[config.mk]
export PLATFORM = sky130hd
export DESIGN_NAME = chan_power_seq
export DESIGN_NICKNAME = d
export VERILOG_FILES = /design/src/rtl/chan_power_seq.sv
export SDC_FILE = /design/constraint.sdc
export NUM_CORES = 1
export LEC_CHECK = 0
export CAP_MARGIN = 40
export CORE_MARGIN = 2
export CORE_UTILIZATION = 60
export DETAILED_ROUTE_END_ITERATION = 10
export DONT_BUFFER_PORTS = 1
export GPL_TIMING_DRIVEN = 0
export HOLD_SLACK_MARGIN = 0.15
export PLACE_DENSITY = 0.76
export SYNTH_ARGS = -nofsm -noshare
export SYNTH_HDL_FRONTEND = slang
export SYNTH_SLANG_ARGS = --single-unit
[constraint.sdc]
create_clock -name clk -period 2 [get_ports clk]
set_clock_uncertainty 0.2 [all_clocks]
set_input_delay 0.1 -clock clk [delete_from_list [all_inputs] [get_ports clk]]
set_output_delay 0.1 -clock clk [all_outputs]
set_load 0.1 [all_outputs]
[src/rtl/chan_power_seq.sv]
module chan_power_seq #(
  parameter int NCH         = 16,
  parameter int SAMPLE_W    = 9,
  parameter int RES_MIN     = 6,
  parameter int SLOT_CYCLES = 32,
  parameter int SETTLE_W    = 8,
  localparam int CH_W   = $clog2(NCH),
  localparam int SLOT_W = $clog2(SLOT_CYCLES)
) (
  input  logic                clk,
  input  logic                rst_n,
  input  logic [SETTLE_W-1:0] settle_cycles,
  input  logic [1:0]          res_sel,
  input  logic                conv_done,
  input  logic [SAMPLE_W-1:0] conv_data,
  output logic                conv_start,
  output logic [1:0]          adc_res,
  output logic [CH_W-1:0]     mux_sel,
  output logic [NCH-1:0]      buf_en,
  output logic                sample_valid,
  output logic [SAMPLE_W-1:0] sample_data,
  output logic [CH_W-1:0]     sample_chan
);

  function automatic logic [CH_W-1:0] step(input logic [CH_W-1:0] c);
    return (c == CH_W'(NCH - 1)) ? '0 : c + 1'b1;
  endfunction

  logic                running, busy;
  logic [SETTLE_W-1:0] settle_cnt;
  logic [SLOT_W-1:0]   slot_cnt;
  logic [CH_W-1:0]     cur_ch, win_lo, tag_ch;
  logic [SAMPLE_W-1:0] aligned;

  wire last_clk = slot_cnt == SLOT_W'(SLOT_CYCLES - 1);
  wire pre_last = slot_cnt == SLOT_W'(SLOT_CYCLES - 2);

  assign conv_start = running && slot_cnt == '0;
  assign mux_sel    = cur_ch;
  assign adc_res    = res_sel;

  always_comb begin
    buf_en = '0;
    buf_en[win_lo] = 1'b1;
    buf_en[step(win_lo)] = 1'b1;
  end

  always_comb begin
    int bits;
    logic [SAMPLE_W-1:0] ones;
    bits = RES_MIN + int'(res_sel);
    if (bits > SAMPLE_W) bits = SAMPLE_W;
    ones = '1;
    aligned = (conv_data & (ones >> (SAMPLE_W - bits))) << (SAMPLE_W - bits);
  end

  always_ff @(posedge clk) begin
    if (!rst_n) begin
      running    <= 1'b0;
      settle_cnt <= '0;
      slot_cnt   <= '0;
      cur_ch     <= '0;
      win_lo     <= '0;
    end else if (!running) begin
      if (settle_cnt == settle_cycles) running <= 1'b1;
      else settle_cnt <= settle_cnt + 1'b1;
    end else begin
      slot_cnt <= last_clk ? '0 : slot_cnt + 1'b1;
      if (last_clk) cur_ch <= step(cur_ch);
      if (pre_last) win_lo <= step(win_lo);
    end
  end

  always_ff @(posedge clk) begin
    if (!rst_n) begin
      busy         <= 1'b0;
      tag_ch       <= '0;
      sample_valid <= 1'b0;
      sample_data  <= '0;
      sample_chan  <= '0;
    end else begin
      sample_valid <= conv_done && busy;
      if (conv_done && busy) begin
        sample_data <= aligned;
        sample_chan <= tag_ch;
        busy        <= 1'b0;
      end
      if (conv_start) begin
        busy   <= 1'b1;
        tag_ch <= cur_ch;
      end
    end
  end

  assert_window_at_start_R1: assert property (@(posedge clk) disable iff (!rst_n)
    conv_start |-> (buf_en[mux_sel] && buf_en[step(mux_sel)]));

  assert_two_enables_R2: assert property (@(posedge clk) disable iff (!rst_n)
    $countones(buf_en) == 2);

  assert_enable_leads_select_R3: assert property (@(posedge clk) disable iff (!rst_n)
    !$stable(mux_sel) |-> ($past(buf_en) & (NCH'(1) << mux_sel)) != '0);

  assert_wrap_R4: assert property (@(posedge clk) disable iff (!rst_n)
    (conv_start && mux_sel == CH_W'(NCH - 1)) |-> buf_en[0]);

  assert_single_start_R5: assert property (@(posedge clk) disable iff (!rst_n)
    conv_start |=> !conv_start);

  assert_sample_follows_done_R7: assert property (@(posedge clk) disable iff (!rst_n)
    sample_valid |-> $past(conv_done));

endmodule

==> impl_metrics.json <==
{
  "status": "complete, but fails checks",
  "violations": "setup timing",
  "ys_seq_elements": 41,
  "path_clk_slew_ns": 0.08,
  "relSlewSlack_pct": 51.86,
  "maxSlewViolCount": 0,
  "internal-power_w": 0.001394,
  "grt_max_degree": 14,
  "antennaDiodeCount": 0,
  "final.setup.tns_ns": -2.146,
  "synth_nets": 316,
  "wl_per_cell_um": 21.31,
  "pwr-share-clk_pct": 44.7,
  "finalHoldViolCount": 0,
  "htreeDepth": 2,
  "cts_sinks": 41,
  "tightest_slew_ns": 0.7194,
  "critPathKind": "reg2out",
  "ys_warn_count": 0,
  "yosysMostFrequentCell": "nand2_1",
  "grtUsageTotal_pct": 35.98,
  "power_switching_share_pct": 22.03,
  "die-area_sq_um": 4579,
  "drive_gt1_share_pct": 30.29,
  "p_switching_w": 0.0003937,
  "peakVddDrop_uv": 492.2,
  "setup_violations": 14,
  "cp.required_ns": 1.70,
  "synth_seq_area_share_pct": 33.74,
  "synth_ff_type": "dfxtp_1",
  "grt_pass1_vias": 2379,
  "layout_min_cycle_time_ns": 2.287,
  "cp-end-kind": "output port",
  "core_area_sq_um": 3943,
  "power_leakage_nw": 1.314,
  "drc_errors": 0,
  "syn_inst": 284,
  "layout.nets": 371,
  "worst_hold_path_type": "in2out",
  "first_pass_iters": 5,
  "crit_arrival_ns": 1.99,
  "clock_latency_ns": 0.30,
  "gr-total-overflow": 0,
  "grt_first_pass_wirelength_um": 11740,
  "numPortBuffers": 0,
  "synth.area.top_cells": "dfxtp_1, nand2_1, mux2i_1",
  "synth_edf_count": 0,
  "seqPwrFrac_pct": 46.4,
  "start_util_pct": 61.69,
  "io_pins": 59,
  "via_per_inst": 6.303,
  "area_delta_synth_final_pct": 46.66,
  "cp-start-kind": "register",
  "numCtsBuffers": 5,
  "wl_um": 8309,
  "synth_area_leader_cell": "dfxtp_1",
  "syn_avg_cell_area_sq_um": 8.565,
  "critPathMaxFanout": 7,
  "row_count": 23,
  "combPwrFrac_pct": 8.9,
  "setup_slack_ns": -0.2875,
  "synthArstFlopShare_pct": 0,
  "ys_types": 48,
  "antenna_found_initial": 0,
  "ant_nets": 0,
  "synth_top_area_share_pct": 33.74,
  "clock_path_buffers": 2,
  "post-route-period-util_pct": 114.4,
  "drv_cap": 0,
  "synth.top_cells.by_count": "nand2_1, dfxtp_1, clkbuf_1, a21boi_0",
  "fillers": 160,
  "die_h_um": 67.67,
  "dpl.hpwl_um": 4115,
  "die_x_um": 67.67,
  "power_density_nw_per_um2": 501.1,
  "syn_area_sq_um": 2432,
  "power.total_w": 0.001788,
  "vias": 2458,
  "max_freq_mhz": 437.2,
  "rsz0062_at_grt": "true",
  "root_buffer": "clkbuf_8",
  "cts_tree": "done",
  "first_iter_violations": 166,
  "final_util_pct": 90.48,
  "gp_congestion": 0.8624
}
==> layout make-up <==
type                            count  area (sq um)  area share, %
Buffer                             18         126.4          3.543
Clock buffer                        5         68.82          1.929
Clock inverter                      3         65.06          1.824
Inverter                            6         25.02         0.7015
Multi-Input combinational cell    215          1777          49.81
Sequential cell                    41         834.6          23.40
Tap cell                           50         62.56          1.754
Timing Repair Buffer               52         608.1          17.05
==> critical path, stage by stage (launching register included) <==
cell	delay [ns]
dfxtp_4	0.39
ha_4	0.17
buf_8	0.13
nor2_2	0.25
a21oi_2	0.14
o22ai_1	0.22
a32o_4	0.37
==> what timing repair did <==
| item | in CTS | in global routing |
|---|---|---|
| pin swaps | 12 | 11 |
| setup buffers | 10 | 6 |
| endpoints found under the setup margin | 17 | 27 |
| hold endpoints to repair | 17 | 0 |
| hold buffers | 19 | 0 |
| gates resized for setup | 45 | 17 |
==> final timing paths <==
kind,from,to,slack (ns),cells past startpoint
max,win_lo[1]$_SDFFE_PN0P_,buf_en[13],-0.29,6
min,res_sel[0],adc_res[0],0.21,1
max reg2reg,slot_cnt[0]$_SDFFE_PN0P_,win_lo[3]$_SDFFE_PN0P_,-0.02,7
min reg2reg,tag_ch[2]$_SDFFE_PN0P_,sample_chan[2]$_SDFFE_PN0P_,0.29,2
==> cell families (layout without fill, tap and decap cells) <==
| logic type | after synthesis | in the layout | share of synthesized area, % |
|---|---|---|---|
| simple gates | 110 | 110 | 22.63 |
| compound gates | 61 | 61 | 17.44 |
| flops | 41 | 41 | 33.74 |
| buf+inv | 28 | 84 | 4.989 |
| mux | 22 | 22 | 11.73 |
| xor+xnor | 12 | 12 | 4.321 |
| fa+ha+maj | 10 | 10 | 5.144 |
==> metrics by stage <==
stage | cells | setup WS (ns) | hold WS (ns) | instance area [sq um]
floorplan | 284 | -0.02894 | 0.05252 | 2541
global placement | 334 | -0.1744 | 0.05680 | 2604
detailed placement | 351 | -0.2400 | 0.06873 | 2884
CTS | 385 | -0.2242 | 0.1645 | 3505
global route | 390 | -0.3075 | 0.2137 | 3567
finish | 390 | -0.2875 | 0.2126 | 3567
==> state kept, by name, indices dropped and copies added (netlist names) <==
name,count
sample_valid,1
running,1
win_lo,4
sample_data,9
mux_sel,4
sample_chan,4
tag_ch,4
settle_cnt,8
slot_cnt,5
busy,1
==> layout by cell type (no fill, tap or decap), drive strengths merged, types with 2 or more instances in the layout <==
cell type | Yosys | final
or3 | 3 | 3
or2 | 2 | 2
a32o | 5 | 5
nand4 | 2 | 2
xnor2 | 3 | 3
mux2 | 2 | 2
nand2b | 3 | 3
xor2 | 9 | 9
mux4 | 5 | 5
dlygate4sd3 | 0 | 19
o211ai | 3 | 3
and3 | 3 | 3
inv | 6 | 6
o21ai | 13 | 13
ha | 10 | 10
nor2b | 15 | 15
buf | 4 | 39
nor4 | 3 | 3
a21oi | 5 | 5
o22ai | 6 | 6
and2 | 6 | 6
a21boi | 18 | 18
nor2 | 10 | 10
clkbuf | 18 | 17
a22o | 3 | 3
dfxtp | 41 | 41
nand3 | 7 | 7
nand2 | 48 | 48
nand4b | 2 | 2
bufinv | 0 | 2
mux2i | 15 | 15
==> metal layers <==
layer  global-route usage [%]  wire length [um]  part of all wire, %
met1                    38.83              3029                   36
met2                    63.73              4397                   53
met3                    7.667               437                  5.3
met4                    21.94               446                  5.4
met5                        0                 0                    0
==> power groups by stage <==
| stage | Clock (W) | Combinational [W] | Sequential [W] |
|---|---|---|---|
| finish | 0.000800 | 0.000159 | 0.000829 |
| detailed placement | 0 | 0.000110 | 0.000850 |
| global route | 0.000835 | 0.000167 | 0.000829 |
| floorplan | 0 | 0.0000934 | 0.000850 |
| global placement | 0 | 0.000106 | 0.000852 |
| CTS | 0.000795 | 0.000147 | 0.000828 |
No activity file was read; power rests on OpenSTA's default activity.
